$ cat src/rtl/tmr_pkg.sv
package tmr_pkg;

   typedef enum logic [1:0] {
      MODE_13B    = 2'd0,
      MODE_16B    = 2'd1,
      MODE_RELOAD = 2'd2,
      MODE_HOLD   = 2'd3
   } tmr_mode_e;

   localparam logic [1:0] ADDR_LO  = 2'd0;
   localparam logic [1:0] ADDR_HI  = 2'd1;
   localparam logic [1:0] ADDR_CTL = 2'd2;

   // control register without the flag bit (bit 7 lives separately)
   typedef struct packed {
      logic      ien;
      logic      run;
      logic      fast;
      logic      gate;
      logic      ext;
      tmr_mode_e mode;
   } tmr_ctrl_t;

endpackage

$ cat src/rtl/tmr_sync.sv
module tmr_sync #(
   parameter int STAGES = 2
) (
   input  logic clk,
   input  logic rst_n,
   input  logic d,
   output logic q
);
   logic [STAGES-1:0] sr;

   generate
      for (genvar g = 0; g < STAGES; g++) begin : g_stage
         if (g == 0) begin : g_first
            always_ff @(posedge clk or negedge rst_n) begin
               if (!rst_n) sr[g] <= 1'b0;
               else        sr[g] <= d;
            end
         end else begin : g_next
            always_ff @(posedge clk or negedge rst_n) begin
               if (!rst_n) sr[g] <= 1'b0;
               else        sr[g] <= sr[g-1];
            end
         end
      end
   endgenerate

   assign q = sr[STAGES-1];
endmodule

$ cat src/rtl/tmr_prescale.sv
module tmr_prescale #(
   parameter int DIV_FAST = 4,
   parameter int DIV_SLOW = 12
) (
   input  logic clk,
   input  logic rst_n,
   input  logic fast,
   output logic tick
);
   localparam int CW = (DIV_SLOW > 1) ? $clog2(DIV_SLOW) : 1;
   localparam logic [CW-1:0] LIM_F = CW'(DIV_FAST - 1);
   localparam logic [CW-1:0] LIM_S = CW'(DIV_SLOW - 1);

   logic [CW-1:0] cnt_q;
   logic [CW-1:0] lim;

   assign lim  = fast ? LIM_F : LIM_S;
   // ">=" so a switch to the fast rate from a high count wraps at once
   assign tick = (cnt_q >= lim);

   always_ff @(posedge clk or negedge rst_n) begin
      if (!rst_n)    cnt_q <= '0;
      else if (tick) cnt_q <= '0;
      else           cnt_q <= cnt_q + CW'(1);
   end
endmodule

$ cat src/rtl/tmr_count_step.sv
module tmr_count_step
   import tmr_pkg::*;
#(
   parameter int BYTE_W    = 8,
   parameter int LO_PART_W = 5
) (
   input  tmr_mode_e         mode,
   input  logic [BYTE_W-1:0] lo_q,
   input  logic [BYTE_W-1:0] hi_q,
   output logic [BYTE_W-1:0] lo_d,
   output logic [BYTE_W-1:0] hi_d,
   output logic              wrap
);
   localparam int W13 = BYTE_W + LO_PART_W;
   localparam int W16 = 2 * BYTE_W;

   logic [W13-1:0] p13, s13;
   logic [W16-1:0] p16, s16;

   always_comb begin
      p13  = {hi_q, lo_q[LO_PART_W-1:0]};
      s13  = p13 + W13'(1);
      p16  = {hi_q, lo_q};
      s16  = p16 + W16'(1);
      lo_d = lo_q;
      hi_d = hi_q;
      wrap = 1'b0;
      case (mode)
         MODE_13B: begin
            lo_d = {lo_q[BYTE_W-1:LO_PART_W], s13[LO_PART_W-1:0]};
            hi_d = s13[W13-1:LO_PART_W];
            wrap = &p13;
         end
         MODE_16B: begin
            lo_d = s16[BYTE_W-1:0];
            hi_d = s16[W16-1:BYTE_W];
            wrap = &p16;
         end
         MODE_RELOAD: begin
            if (&lo_q) begin
               lo_d = hi_q;
               wrap = 1'b1;
            end else begin
               lo_d = lo_q + BYTE_W'(1);
            end
         end
         default: begin
            lo_d = lo_q;
            hi_d = hi_q;
            wrap = 1'b0;
         end
      endcase
   end
endmodule

$ cat src/rtl/tmr_gated_top.sv
module tmr_gated_top
   import tmr_pkg::*;
#(
   parameter int BYTE_W      = 8,
   parameter int LO_PART_W   = 5,
   parameter int DIV_FAST    = 4,
   parameter int DIV_SLOW    = 12,
   parameter int SYNC_STAGES = 2
) (
   input  logic              clk,
   input  logic              rst_n,
   input  logic              reg_wr,
   input  logic [1:0]        reg_addr,
   input  logic [BYTE_W-1:0] reg_wdata,
   output logic [BYTE_W-1:0] reg_rdata,
   input  logic              cnt_pin,
   input  logic              gate_pin,
   input  logic              irq_ack,
   output logic              ovf_flag,
   output logic              irq_req
);
   localparam int CTL_W = $bits(tmr_ctrl_t);

   generate
      if (BYTE_W < 8) begin : g_bad_byte
         $error("BYTE_W must be at least 8");
      end
      if (LO_PART_W < 1 || LO_PART_W >= BYTE_W) begin : g_bad_lo
         $error("LO_PART_W must lie in 1..BYTE_W-1");
      end
      if (DIV_FAST < 1 || DIV_SLOW < DIV_FAST) begin : g_bad_div
         $error("need 1 <= DIV_FAST <= DIV_SLOW");
      end
      if (SYNC_STAGES < 1) begin : g_bad_sync
         $error("SYNC_STAGES must be at least 1");
      end
   endgenerate

   tmr_ctrl_t         ctrl_q;
   logic              flag_q;
   logic [BYTE_W-1:0] lo_q, hi_q, lo_d, hi_d;
   logic              wrap;
   logic              cnt_s, gate_s, cnt_prev_q, cnt_fall;
   logic              tick, run_ok, step_src, inc, ovf_hit;
   logic              wr_lo, wr_hi, wr_ctl;

   tmr_sync #(.STAGES(SYNC_STAGES)) u_sync_cnt (
      .clk(clk), .rst_n(rst_n), .d(cnt_pin), .q(cnt_s)
   );

   tmr_sync #(.STAGES(SYNC_STAGES)) u_sync_gate (
      .clk(clk), .rst_n(rst_n), .d(gate_pin), .q(gate_s)
   );

   tmr_prescale #(.DIV_FAST(DIV_FAST), .DIV_SLOW(DIV_SLOW)) u_pre (
      .clk(clk), .rst_n(rst_n), .fast(ctrl_q.fast), .tick(tick)
   );

   tmr_count_step #(.BYTE_W(BYTE_W), .LO_PART_W(LO_PART_W)) u_step (
      .mode(ctrl_q.mode), .lo_q(lo_q), .hi_q(hi_q),
      .lo_d(lo_d), .hi_d(hi_d), .wrap(wrap)
   );

   always_ff @(posedge clk or negedge rst_n) begin
      if (!rst_n) cnt_prev_q <= 1'b0;
      else        cnt_prev_q <= cnt_s;
   end

   assign cnt_fall = cnt_prev_q & ~cnt_s;
   assign wr_lo    = reg_wr && (reg_addr == ADDR_LO);
   assign wr_hi    = reg_wr && (reg_addr == ADDR_HI);
   assign wr_ctl   = reg_wr && (reg_addr == ADDR_CTL);
   assign run_ok   = ctrl_q.run && (!ctrl_q.gate || gate_s);
   assign step_src = ctrl_q.ext ? cnt_fall : tick;
   assign inc      = run_ok && step_src && (ctrl_q.mode != MODE_HOLD)
                     && !wr_lo && !wr_hi;
   assign ovf_hit  = inc && wrap;

   always_ff @(posedge clk or negedge rst_n) begin
      if (!rst_n) begin
         lo_q <= '0;
         hi_q <= '0;
      end else begin
         if (wr_lo)    lo_q <= reg_wdata;
         else if (inc) lo_q <= lo_d;
         if (wr_hi)    hi_q <= reg_wdata;
         else if (inc) hi_q <= hi_d;
      end
   end

   always_ff @(posedge clk or negedge rst_n) begin
      if (!rst_n) begin
         ctrl_q <= '0;
         flag_q <= 1'b0;
      end else begin
         if (wr_ctl) ctrl_q <= tmr_ctrl_t'(reg_wdata[CTL_W-1:0]);
         if (ovf_hit)      flag_q <= 1'b1;
         else if (irq_ack) flag_q <= 1'b0;
         else if (wr_ctl)  flag_q <= reg_wdata[CTL_W];
      end
   end

   always_comb begin
      case (reg_addr)
         ADDR_LO:  reg_rdata = lo_q;
         ADDR_HI:  reg_rdata = hi_q;
         ADDR_CTL: reg_rdata = BYTE_W'({flag_q, ctrl_q});
         default:  reg_rdata = '0;
      endcase
   end

   assign ovf_flag = flag_q;
   assign irq_req  = flag_q & ctrl_q.ien;
endmodule

$ cat config.mk
export PLATFORM = sky130hd
export DESIGN_NAME = tmr_gated_top
export DESIGN_NICKNAME = d
export VERILOG_FILES = /design/src/rtl/tmr_pkg.sv /design/src/rtl/tmr_sync.sv /design/src/rtl/tmr_prescale.sv /design/src/rtl/tmr_count_step.sv /design/src/rtl/tmr_gated_top.sv
export SDC_FILE = /design/constraint.sdc
export NUM_CORES = 1
export LEC_CHECK = 0
export BUFFER_PORTS_ARGS = -buffer_cell sky130_fd_sc_hd__buf_2
export CORE_MARGIN = 2
export CORE_UTILIZATION = 52
export DETAILED_ROUTE_END_ITERATION = 8
export MAX_ROUTING_LAYER = met4
export PLACE_DENSITY = 0.75
export SLEW_MARGIN = 20
export SYNTH_ARGS = -nofsm -noshare
export SYNTH_HDL_FRONTEND = slang
export SYNTH_SLANG_ARGS = --single-unit
$ cat constraint.sdc
create_clock -name clk -period 2.1 [get_ports clk]
set_input_delay 0.42 -clock clk [delete_from_list [all_inputs] [get_ports clk]]
set_output_delay 0.42 -clock clk [all_outputs]
set_load 0.005 [all_outputs]
== After elaboration in Yosys (flattened, before gate mapping) ==
Cells that the tools add are included.

* Register bits: 33
* Input bits: 16
* Output and inout port bits: 10

* $add $sub $neg: 4
* Magnitude comparators: 1
* Eq/ne operators: 6
* Muxes and demuxes: 16
* Bitwise gates (word level): 3
* Reduce and logical (&&, ||, !) cells: 27

{| class="wikitable"
|+ Operators by type and width
! operator !! number
|-
| $pmux 8 s3 || 2
|-
| $mux 8 || 5
|-
| $add 16x1->16 const B || 1
|-
| $pmux 8 s2 || 1
|-
| $reduce_and 16->1 || 1
|-
| $add 13x1->13 const B || 1
|-
| $reduce_and 13->1 || 1
|-
| $logic_and 1x1->1 || 9
|-
| $reduce_bool 3->1 || 3
|-
| $add 8x1->8 const B || 1
|-
| $mux 4 || 2
|-
| $reduce_and 8->1 || 1
|-
| $mux 1 || 5
|-
| $add 4x1->4 const B || 1
|-
| $eq 2x1->1 const B || 2
|-
| $eq 2x2->1 const B || 2
|-
| $ge 4x4->1 || 1
|-
| $logic_not 2->1 || 2
|-
| $ne 2x2->1 const B || 2
|-
| $reduce_and 2->1 || 2
|-
| $reduce_bool 2->1 || 2
|-
| $reduce_bool 4->1 || 1
|-
| $logic_not 1->1 || 3
|-
| $pmux 1 s3 || 1
|-
| 4 further kinds || 5
|}

== Depth between registers and ports, before layout ==
Gate-level depths: netlist of run 1.

* Depth after elaboration: 9
* Gate-level depth with buffers: 9

== Modules after synthesis ==
Synthesis of run 1 repeated with hierarchy kept, for this count alone.

* Cell total of the unflattened synthesis: 270
* Area total of the unflattened synthesis: 2502.4 µm²

{| class="wikitable"
|+ Modules (own cells, without submodules)
! module !! instances !! cells an instance !! area an instance (µm²) !! seq. area each (µm²)
|-
| tmr_gated_top || 1 || 156 || 1572.8 || 625.6
|-
| tmr_count_step || 1 || 94 || 621.8 || 0.0
|-
| tmr_prescale || 1 || 16 || 207.7 || 100.1
|-
| tmr_sync || 2 || 2 || 50.0 || 50.0
|}

== Least setup slack after synthesis of run 1 ==
No wires, ideal clock.

* Path kind: register -> register
* Start: register ctrl_q[0] (netlist name)
* End: register hi_q[5]
* Setup time: 0.082 ns
* Arrival: 1.875 ns
* Setup slack: 0.143 ns
* Stages on the path, launching flop included: 7
* Path buffers: 0
* Cells stage by stage: dfrtp_1 -> ha_1 -> nand2b_1 -> nor4_4 -> nand2_2 -> or4_1 -> a31oi_1

* Cells in the longest elaborated chain, start to end: 6
* Elaborated cells on any way between the ends: 12

{| class="wikitable"
|+ Ends and longest elaborated chain
! what !! RTL line !! RTL
|-
| from (decl) || tmr_gated_top.sv:39 || <nowiki>tmr_ctrl_t ctrl_q;</nowiki>
|-
| from (signal assigned) || tmr_gated_top.sv:96 || <nowiki>if (wr_ctl) ctrl_q <= tmr_ctrl_t'(reg_wdata[CTL_W-1:0]);</nowiki>
|-
| $ne 2x2->1 || tmr_gated_top.sv:75 || <nowiki>assign inc = run_ok && step_src && (ctrl_q.mode != MODE_HOLD)</nowiki>
|-
| $logic_and 1x1->1 || tmr_gated_top.sv:75 ||
|-
| $logic_and 1x1->1 (2 in a row) || tmr_gated_top.sv:76 || <nowiki>&& !wr_lo && !wr_hi;</nowiki>
|-
| $reduce_bool 2->1 (no source line) || -- ||
|-
| $reduce_and 2->1 (no source line) || -- ||
|-
| to (signal assigned) || tmr_gated_top.sv:86 || <nowiki>if (wr_hi) hi_q <= reg_wdata;</nowiki>
|-
| to (signal assigned) || tmr_gated_top.sv:87 || <nowiki>else if (inc) hi_q <= hi_d;</nowiki>
|-
| to (decl) || tmr_gated_top.sv:41 || <nowiki>logic [BYTE_W-1:0] lo_q, hi_q, lo_d, hi_d;</nowiki>
|}

Several ways; a longest one is shown, not always the timed one. The select of a mux whose other input is x is not followed.
A chain may end at the register's enable or synchronous reset.

== Worst setup path after layout of run 1 ==
* Start: register ctrl_q[1] (netlist name)
* End: register hi_q[7]

Same word-level chain as after synthesis.

==> run metrics, run 1 <==
die area 4725 sq um; yosys warns 0; critical path class register to register; Final Hold Violating Endpoints 0; area of the core 4029 sq um; Synth async-reset ratio 100.0%; Tcrit/Tclk final 97.25%; kind of end point of the critical path register; cell chain of the critical path inv_2 > ha_2 > o21ai_2 > nor4_4 > nand2_2 > or4_4 > a31oi_4; CTS H-tree depth 2; FP Rows 23; worst slack, placed 0.04457 ns; share of cells above drive strength 1 26.83%; max cap viols 0; RSZ-0062 raised after global routing yes; Main synth FF type dfrtp_1; Startpoint Class register; total congestion overflow 0; sw frac 38.83%; CTS root buf clkbuf_8; PortBufs 25; Mapped Avg Cell Area 8.860 sq um; CTS Buffer Depth 2; setup violators final 0; dominant cell type by area after synthesis dfrtp_1; Arr. time, crit path 2.25 ns; Compound-Gate Fraction of Synth Area 18.71%; r2r startpoint ctrl_q[1]$_DFFE_PN0P_; first-pass GRT wire length 9287 um; area share of the largest cell type after synthesis 37.89%; Hold-fix buffers, CTS 0; Initial Util 54.10%; clock sink count 33; final RePlAce weighted congestion 0.9415; Die W 68.74 um; Crit path required time 2.31 ns; DRT Pass-1 Iters 4; Layout area overhead 19.35%; GRT met3 Usage 5.195%; Final HPWL DP 4257 um; CTS tree done; Num CTS Buffers 5; FILL cells 356; total I/O pin count 26; Gate power share 41.9%; Syn Inst Count 246; final setup margin 0.05773 ns; Fin Clk Skew 0.003354 ns; fraction of the yosys area taken by sequential cells 37.89%; WL per Instance 17.05 um; insertion delay to the later sink of the worst-skew pair 0.29 ns; Distinct cells, synth 49; worst min path class input pin to async pin; CP max stage cell or4_4; vias per cell 6.086; GRT met2 Usage 43.27%; mux contribution to synthesized area 9.185%; Cell Int Power 0.001541 W; routed vias 2,051; Post-Synth Simple-Gate Area 23.19%; Fmax 489.7 MHz; Final ANT Viol Nets 0; Synth area leaders dfrtp_1 38%, o21ai_0 6.2%, nand2_1 5.7%; Syn Nets 269; run status finished clean; Synth Area in Adders 4.018%; hold slack 0.1894 ns; Worst path max stage delay 0.55 ns; NetSw 0.0009782 W; fin crit period 2.042 ns; Post-synth EDFFs 0; number of antenna diodes 0; clock power share 19.5%; worst-path fanout max 7; leak pwr 1.121 nW; Worst Setup SP ctrl_q[1]$_DFFE_PN0P_; register area 825.8 sq um; GR Util All Layers 27.88%; synthesis-stage register bit count 33; Flop pwr share 38.6%; gr busiest metal met2; Worst-Margin Slew 0.7315 ns; Post-Route WL 5745 um; first-iteration detailed-routing DRC count 152; initial antenna violation count 0; largest family of logic cells by synthesized area simple AND/OR/NAND/NOR gates; clk slew on worst S/H paths 0.07 ns; Final #Nets 310; GR Layer Usage met1 37.97%; Die H 68.74 um; Mapped Area 2180 sq um; Slew Viols, Final 0; Synth Area in XOR/XNOR 3.617%; drt drc 0; vias in the first global route 1,915; Power per Cell Area 968.5 nW/um^2; largest net degree at the start of global routing 34; area of the multi-input gates 1318 sq um; commonest cells after routing, fill and taps aside 33 x nand2_1, 33 x dfrtp_1, 25 x o21ai_0, 25 x buf_2, 22 x buf_4; Max-slew headroom 51.23%; Worst IR Drop VDD 0.0005908 V
-- sequential cells by signal, indices dropped and copies added (netlist names) --
name and count:
cnt_prev_q 1, u_sync_cnt.sr 1, u_pre.cnt_q 4, ctrl_q 7, ovf_flag 1, u_sync_cnt.q 1
u_sync_gate.sr 1, lo_q 8, hi_q 8, u_sync_gate.q 1
-- critical path: cells and delay by family, from the launching register on --
family          cells  cell delay [ns]
fa+ha+maj           1             0.20
flops               1             0.44
simple gates        3             1.00
compound gates      2             0.22
buf+inv             1             0.11
-- path summary, 6_finish.rpt --
path                                              endpoint  depth (start not counted)  slack (ns)
worst max-delay path                   hi_q[7]$_DFFE_PN0P_                          7        0.06
worst min-delay path              u_pre.cnt_q[3]$_DFF_PN0_                          1        0.19
worst max register to register         hi_q[7]$_DFFE_PN0P_                          7        0.06
worst min register to register      u_sync_cnt.q$_DFF_PN0_                          0        0.35
max in group asynchronous            ctrl_q[5]$_DFFE_PN0P_                          1        1.45
min in group clk                u_sync_cnt.sr[0]$_DFF_PN0_                          1        0.24
-- per-layer routing --
metal | up-vias | share of wire (%)
li1 | 975 | -
met1 | 989 | 42
met2 | 81 | 49
met3 | 6 | 7.9
met4 | 0 | 1.1
met5 | - | 0
-- stage by stage --
stage	util, %	area, sq um	std cells	power (W)	TNS [ns]
2_1_floorplan	-	2180	246	0.001614	0
3_3_place_gp	60.65	2444	326	0.001919	0
3_5_place_dp	60.65	2444	326	0.001958	0
4_1_cts	62.89	2534	333	0.002456	0
5_1_grt	64.57	2601	337	0.002698	-0.07375
6_report	64.57	2601	337	0.002519	0
-- power groups by stage --
stage                     Clock [W]  Combinational, W  Sequential, W
after detailed placement          0          0.000981       0.000976
after global placement            0          0.000953       0.000966
after global routing       0.000527           0.00118       0.000992
final                      0.000490           0.00106       0.000973
after floorplan                   0          0.000688       0.000926
after CTS                  0.000496          0.000996       0.000963
-- cells in the mapped netlist (2+ instances only) --
master	n
clkbuf_1	7
o21ai_1	4
nand3_1	8
nand2_1	33
inv_1	4
mux2_2	8
nand2_2	2
nand4_1	2
or3_1	3
dfrtp_1	33
nor3_1	3
nor2b_1	3
xnor2_1	2
buf_2	5
xor2_1	7
a21oi_1	9
and3_1	5
ha_1	7
and4_1	4
o2111ai_1	3
o31ai_1	3
nor2_1	17
or4_1	3
o21ai_0	27
and2_1	2
nand2b_1	4
mux2i_1	11
a31oi_1	6
-- logic make-up after synthesis --
family | Yosys count
xor gates and xnor gates | 9
AOI/OAI and AO/OA | 65
adders and majority gates | 7
and+or+nand+nor | 96
buffers and inverters | 17
muxes | 19
DFF | 33
-- area by class of cell --
type                       instances  share of cell area, %
inverter                           4                 0.5772
clock inverter                     1                 0.2886
sequential                        33                  31.75
tap                               50                  2.405
timing repair buffer              47                  11.16
multi-input combinational        196                  50.65
clock buffer                       6                  3.175
-- timing repair --
item / in CTS / in global routing
endpoints found under the setup margin: 0 / 5
buffers inserted: 0 / 4
resized for setup: 0 / 11
Power figures use the tool's default switching activity.
==> run 2, diff against run 1 <==
--- a/config.mk
+++ b/config.mk
@@ -7,10 +7,9 @@
 export LEC_CHECK = 0
 export BUFFER_PORTS_ARGS = -buffer_cell sky130_fd_sc_hd__buf_2
 export CORE_MARGIN = 2
-export CORE_UTILIZATION = 52
+export CORE_UTILIZATION = 30
 export DETAILED_ROUTE_END_ITERATION = 8
 export MAX_ROUTING_LAYER = met4
-export PLACE_DENSITY = 0.75
 export SLEW_MARGIN = 20
 export SYNTH_ARGS = -nofsm -noshare
 export SYNTH_HDL_FRONTEND = slang
==> run 2 against run 1 <==
Sequential share of layout area shrank 0.96 points. Hold slack lost 0.0074 ns. Largest cell class unchanged. Critical endpoint unchanged. Register-to-register slack gained 0.03 ns. Critical path depth shrank 1. Highest routed layer unchanged. Fmax grew 1.7%.
==> run metrics, run 2 (synthesized netlist as in run 1, its figures left out) <==
initial antenna violation count 0 (unchanged); GR Util All Layers 16.36% (was 27.88%); Max-slew headroom 50.67% (was 51.23%); share of cells above drive strength 1 27.99% (was 26.83%); CTS tree done (unchanged); total I/O pin count 26 (unchanged); fin crit period 2.009 ns (was 2.042 ns); final RePlAce weighted congestion 0.9357 (was 0.9415); placed standard-cell area 2512 sq um (was 2444 sq um); CTS H-tree depth 2 (unchanged); hold slack 0.1820 ns (was 0.1894 ns); clk slew on worst S/H paths 0.08 ns (was 0.07 ns); largest net degree at the start of global routing 34 (unchanged); PortBufs 25 (unchanged); insertion delay to the later sink of the worst-skew pair 0.29 ns (about the same); worst min path class input pin to async pin (unchanged); worst slack, placed 0.04168 ns (was 0.04457 ns); die area 7963 sq um (was 4725 sq um); Final #Nets 315 (was 310); setup violators final 0 (unchanged); area of the multi-input gates 1304 sq um (was 1318 sq um); r2r startpoint ctrl_q[4]$_DFFE_PN0P_ (was ctrl_q[1]$_DFFE_PN0P_); Crit path required time 2.31 ns (about the same); Worst-Margin Slew 0.7399 ns (was 0.7315 ns); CP delay by family, top simple AND/OR/NAND/NOR gates (unchanged); Die W 89.24 um (was 68.74 um); commonest cells after routing, fill and taps aside 33 x nand2_1, 33 x dfrtp_1, 27 x buf_4 (was 33 x nand2_1, 33 x dfrtp_1, 25 x o21ai_0, 25 x buf_2, 22 x buf_4); FP Rows 31 (was 23); first-pass GRT wire length 9597 um (was 9287 um); WL per Instance 15.26 um (was 17.05 um); Worst IR Drop VDD 0.0003751 V (was 0.0005908 V); RSZ-0062 raised after global routing no (was yes); Crit Reg-Reg Endpoint hi_q[7]$_DFFE_PN0P_ (unchanged); Slew Viols, Final 0 (unchanged); Worst path max stage delay 0.53 ns (was 0.55 ns); area of the core 7137 sq um (was 4029 sq um); drt drc 0 (unchanged); max cap viols 0 (unchanged); Startpoint Class register (unchanged); Bufs and invs on worst path 0 (was 1); first-iteration detailed-routing DRC count 103 (was 152); Tcrit/Tclk final 95.67% (was 97.25%); Final ANT Viol Nets 0 (unchanged); total congestion overflow 0 (unchanged); routed vias 2,008 (was 2,051); final setup margin 0.09101 ns (was 0.05773 ns); Arr. time, crit path 2.22 ns (was 2.25 ns); flop2flop setup slack 0.09 ns (was 0.06 ns); kind of end point of the critical path register (unchanged); Pwr Total 0.002493 W (was 0.002519 W); Final Hold Violating Endpoints 0 (unchanged); CP max stage cell or4_4 (unchanged); Initial Util 30.54% (was 54.10%); Fin Clk Skew 0.01000 ns (was 0.003354 ns); worst-path fanout max 7 (unchanged); FILL cells 752 (was 356); vias in the first global route 1,981 (was 1,915); register area 825.8 sq um (unchanged); post-route setup TNS 0 ns (unchanged); CTS root buf clkbuf_8 (unchanged); leak pwr 1.146 nW (was 1.121 nW); cell chain of the critical path ha_1 > o21ai_1 > a22oi_2 > nand2_2 > or4_4 > a31oi_1 (was inv_2 > ha_2 > o21ai_2 > nor4_4 > nand2_2 > or4_4 > a31oi_4); clock sink count 33 (unchanged); Power per Cell Area 929.3 nW/um^2 (was 968.5 nW/um^2); number of antenna diodes 0 (unchanged); CTS Buffer Depth 2 (unchanged); Layout area overhead 23.08% (was 19.35%); vias per cell 5.122 (was 6.086); Num CTS Buffers 5 (unchanged); DRT Pass-1 Iters 4 (unchanged); run status finished clean (unchanged); Final HPWL DP 4597 um (was 4257 um); design area 2683 sq um (was 2601 sq um); Die H 89.24 um (was 68.74 um); Post-Route WL 5983 um (was 5745 um); critical path class register to register (unchanged); Fmax 497.8 MHz (was 489.7 MHz); worst r2r path cells 6 (was 7); biggest regs hi_q (8), lo_q (8), ctrl_q (7) (unchanged)
-- run 2: final cells by class --
class	instances	area share, %
Clock inverter	3	0.6530
Clock buffer	5	2.565
Inverter	4	0.5597
Timing Repair Buffer	52	12.22
Sequential cell	33	30.78
Multi-Input combinational cell	196	48.60
Tap cell	99	4.618
-- run 2: worst max path at each step --
stage | startpoint | to | slack (ns) | depth (start not counted)
5_1_grt | ctrl_q[4]$_DFFE_PN0P_ | hi_q[3]$_DFFE_PN0P_ | 0.005 | 6
3_3_place_gp | u_pre.cnt_q[3]$_DFF_PN0_ | hi_q[7]$_DFFE_PN0P_ | 0.09 | 6
4_1_cts | u_pre.cnt_q[3]$_DFF_PN0_ | hi_q[7]$_DFFE_PN0P_ | 0.002 | 6
2_1_floorplan | ctrl_q[0]$_DFFE_PN0P_ | hi_q[5]$_DFFE_PN0P_ | 0.14 | 6
3_5_place_dp | u_pre.cnt_q[3]$_DFF_PN0_ | hi_q[7]$_DFFE_PN0P_ | 0.04 | 6
6_report | ctrl_q[4]$_DFFE_PN0P_ | hi_q[7]$_DFFE_PN0P_ | 0.09 | 6
-- run 2: per-layer routing --
layer	track usage (%)	vias to the layer above	wire (um)
li1	-	980	-
met1	20.01	974	2636
met2	27.00	43	2991
met3	2.401	11	211
met4	6.784	0	144
met5	-	-	0
-- run 2: power by group --
group | leakage (nW) | internal, W | switching (W)
registers | 0.392 | 0.000794 | 0.000195
logic | 0.710 | 0.000497 | 0.000528
clock network | 0.0439 | 0.000229 | 0.000250
total | 1.15 | 0.00152 | 0.000974
-- run 2: timing repair --
action                                  in CTS  in global routing
gates resized for setup                      0                  9
endpoints found under the setup margin       0                  8
hold buffers                                 0                  0
buffers inserted                             0                  8
-- run 2: stage by stage --
stage          util (%)  std cells
6_report          37.59        392
3_3_place_gp      35.20        376
2_1_floorplan         -        246
3_5_place_dp      35.20        376
4_1_cts           36.41        384
5_1_grt           37.59        392
==> run 3, diff against run 2 <==
--- a/config.mk
+++ b/config.mk
@@ -8,9 +8,12 @@
 export BUFFER_PORTS_ARGS = -buffer_cell sky130_fd_sc_hd__buf_2
 export CORE_MARGIN = 2
 export CORE_UTILIZATION = 30
+export CTS_BUF_LIST = sky130_fd_sc_hd__clkbuf_4 sky130_fd_sc_hd__clkbuf_8 sky130_fd_sc_hd__clkbuf_16
 export DETAILED_ROUTE_END_ITERATION = 8
 export MAX_ROUTING_LAYER = met4
+export PLACE_DENSITY = 0.56
 export SLEW_MARGIN = 20
 export SYNTH_ARGS = -nofsm -noshare
 export SYNTH_HDL_FRONTEND = slang
+export SYNTH_HIERARCHICAL = 1
 export SYNTH_SLANG_ARGS = --single-unit
==> run 3 against run 2 <==
Synthesized cell count rose by 9.8%. Power rose by 27%. Final area rose by 7.3%. Utilization fell by 2.2 points. Sequential share of layout area fell by 2.1 points.
==> run metrics, run 3 <==
Post-Route WL 6899 um (was 5983 um); most common library cells after synthesis 41 x mux2i_1, 34 x a21oi_1, 33 x dfrtp_1 (was 33 x dfrtp_1, 33 x nand2_1, 27 x o21ai_0); WP depth 6 (unchanged); first-pass GRT wire length 11,320 um (was 9597 um); worst r2r path cells 6 (unchanged); max cap viols 0 (unchanged); CP Capture Point lo_q[5]$_DFFE_PN0P_ (was hi_q[7]$_DFFE_PN0P_); Post-synth EDFFs 0 (unchanged); M1 WL 3318 um (was 2636 um); Final ANT Viol Nets 0 (unchanged); Arr. time, crit path 2.15 ns (was 2.22 ns); PostCTS Resize Cnt 0 (unchanged); yosys warns 6 (was 0); insertion delay to the later sink of the worst-skew pair 0.29 ns (about the same); met3 wire len 271 um (was 211 um); CTS Buffer Depth 2 (unchanged); run status finished clean (unchanged); CTS root buf clkbuf_8 (unchanged); commonest non-fill, non-tap cell in the layout mux2i_1; WL per Instance 16.91 um (was 15.26 um); Fin Clk Skew 0.01154 ns (was 0.01000 ns); count leader, synth mux2i_1; Crit path required time 2.28 ns (was 2.31 ns); worst-path fanout max 10 (was 7); critical path class register to register (unchanged); Startpoint Class register (unchanged); CP max stage cell dfrtp_1 (was or4_4); first-iteration detailed-routing DRC count 90 (was 103); share of cells above drive strength 1 24.75% (was 27.99%); area of the core 8134 sq um (was 7137 sq um); Tcrit/Tclk final 93.62% (was 95.67%); Fmax 508.6 MHz (was 497.8 MHz); Syn Inst Count 270 (was 246); Worst-Margin Slew 0.7893 ns (was 0.7399 ns); biggest regs hi_q (8), lo_q (8), ctrl_q (7) (unchanged); post-route setup TNS 0 ns (unchanged); dominant cell type by area after synthesis dfrtp_1 (unchanged); die area 9088 sq um (was 7963 sq um); FP Rows 33 (was 31); number of antenna diodes 0 (unchanged); Die H 95.33 um (was 89.24 um); r2r startpoint lo_q[3]$_DFFE_PN0P_ (was ctrl_q[4]$_DFFE_PN0P_); synthesis-stage register bit count 33 (unchanged); drt drc 0 (unchanged); routed vias 2,198 (was 2,008); Crit Reg-Reg Endpoint lo_q[5]$_DFFE_PN0P_ (was hi_q[7]$_DFFE_PN0P_); initial antenna violation count 0 (unchanged); Slew Viols, Final 0 (unchanged); fin crit period 1.966 ns (was 2.009 ns); final RePlAce weighted congestion 0.8797 (was 0.9357); post-CTS setup buffers 0 (unchanged); Final Hold Violating Endpoints 0 (unchanged); Initial Util 30.76% (was 30.54%); kind of end point of the critical path register (unchanged); RSZ-0062 raised after global routing no (unchanged); GR Util All Layers 16.81% (was 16.36%); clock sink count 33 (unchanged); clk slew on worst S/H paths 0.08 ns (about the same); Mapped Area 2502 sq um (was 2180 sq um); fraction of the yosys area taken by sequential cells 33.00% (was 37.89%); met2 wire len 3206 um (was 2991 um); Synth async-reset ratio 100.0% (unchanged); Worst IR Drop VDD 0.0005869 V (was 0.0003751 V); top routing layer in use met4 (unchanged); CTS H-tree depth 2 (unchanged); FILL cells 861 (was 752); commonest cells after routing, fill and taps aside 41 x mux2i_1, 34 x a21oi_1, 33 x dfrtp_1 (was 33 x nand2_1, 33 x dfrtp_1, 27 x buf_4); largest net degree at the start of global routing 34 (unchanged); setup violators final 0 (unchanged); flop2flop setup slack 0.13 ns (was 0.09 ns); cell chain of the critical path and4_1 > and2_4 > o22ai_1 > a211o_1 > a21oi_1 > mux2i_1 (was ha_1 > o21ai_1 > a22oi_2 > nand2_2 > or4_4 > a31oi_1); Final #Nets 321 (was 315); CTS tree done (unchanged); Power per Cell Area 1100 nW/um^2 (was 929.3 nW/um^2); Synth area leaders dfrtp_1 33%, mux2i_1 16%, a21oi_1 6.8% (was dfrtp_1 38%, o21ai_0 6.2%, nand2_1 5.7%); worst min path class input pin to async pin (unchanged); Max-slew headroom 47.38% (was 50.67%); PortBufs 25 (unchanged); Main synth FF type dfrtp_1 (unchanged); total I/O pin count 26 (unchanged); Bufs and invs on worst path 0 (unchanged); Worst path max stage delay 0.53 ns (about the same); Inst Count DP 400 (was 376); vias in the first global route 2,176 (was 1,981); CP delay by family, top simple AND/OR/NAND/NOR gates (unchanged); Num CTS Buffers 5 (unchanged); Layout area overhead 15.00% (was 23.08%); DRT Pass-1 Iters 4 (unchanged); Hold-fix buffers, CTS 0 (unchanged); area share of the largest cell type after synthesis 33.00% (was 37.89%); Final HPWL DP 5070 um (was 4597 um); Mapped Avg Cell Area 9.268 sq um (was 8.860 sq um); Die W 95.33 um (was 89.24 um); non-filler cells, final 408 (was 392); leak pwr 1.346 nW (was 1.146 nW); vias per cell 5.387 (was 5.122); Syn Nets 289 (was 269); total congestion overflow 0 (unchanged); Distinct cells, synth 52 (was 49); Worst Setup SP lo_q[3]$_DFFE_PN0P_ (was ctrl_q[4]$_DFFE_PN0P_)
[run 3: cell count changes after synthesis, sizes merged, moves of 4 or more]
cell	change
ha	-4
buf	+8
a31oi	-6
a21oi	+30
o22ai	+5
mux2i	+30
and3	+5
nand2	-16
o21ai	-18
[run 3: cell type report]
class / count / area [sq um] / area share (%)
Tap cell: 105 / 131.4 / 4.565
Multi-Input combinational cell: 216 / 1540 / 53.52
Sequential cell: 33 / 825.8 / 28.70
Clock buffer: 6 / 82.58 / 2.870
Clock inverter: 2 / 13.76 / 0.4783
Timing Repair Buffer: 43 / 272.8 / 9.478
Inverter: 3 / 11.26 / 0.3913
[run 3: how the worst min path moves through the flow]
stage / to / start
after floorplan: cnt_prev_q$_DFF_PN0_ / rst_n
after global placement: u_sync_gate/q$_DFF_PN0_ / u_sync_gate/sr[0]$_DFF_PN0_
after detailed placement: u_sync_gate/q$_DFF_PN0_ / u_sync_gate/sr[0]$_DFF_PN0_
after CTS: u_sync_cnt/sr[0]$_DFF_PN0_ / cnt_pin
after global routing: u_sync_cnt/sr[0]$_DFF_PN0_ / cnt_pin
final: u_pre/cnt_q[0]$_DFF_PN0_ / rst_n
[run 3: metal layers]
metal  vias up  GRT usage [%]
met2        45          25.65
met5         -              -
li1       1065              -
met3        13          2.609
met1      1075          22.70
met4         0          5.797
[run 3: cells by family (layout without fill, tap and decap cells)]
| family | after synthesis | count (layout) | synth area share, % |
|---|---|---|---|
| muxes | 48 | 48 | 19.55 |
| AOI/OAI and AO/OA | 74 | 74 | 18.90 |
| buffers and inverters | 21 | 54 | 5.449 |
| and+or+nand+nor | 82 | 82 | 18.45 |
| adders and majority gates | 3 | 3 | 1.500 |
| DFF | 33 | 33 | 33.00 |
| xor gates and xnor gates | 9 | 9 | 3.150 |
[run 3: worst reg2reg max path, cell delays in order (launching register included)]
cell     delay, ns
dfrtp_1       0.53
and4_1        0.48
and2_4        0.24
o22ai_1       0.08
a211o_1       0.31
a21oi_1       0.13
mux2i_1       0.08
[run 3: metrics by stage]
| stage | hold WS [ns] | area (sq um) | power, W | worst slack [ns] | util (%) |
|---|---|---|---|---|---|
| floorplan | 0.1244 | 2502 | 0.002140 | 0.2249 | - |
| global placement | 0.3340 | 2781 | 0.002617 | 0.2017 | 34.19 |
| detailed placement | 0.3358 | 2781 | 0.002648 | 0.1735 | 34.19 |
| CTS | 0.2229 | 2878 | 0.003188 | 0.1423 | 35.38 |
| global route | 0.2178 | 2878 | 0.003403 | 0.03680 | 35.38 |
| finish | 0.2070 | 2878 | 0.003166 | 0.1340 | 35.38 |
[run 3: power by group]
group          switching, W  leakage (nW)  internal (W)
clock network      0.000251        0.0512      0.000266
registers          0.000354         0.401      0.000857
logic              0.000722         0.894      0.000717
total               0.00133          1.35       0.00184
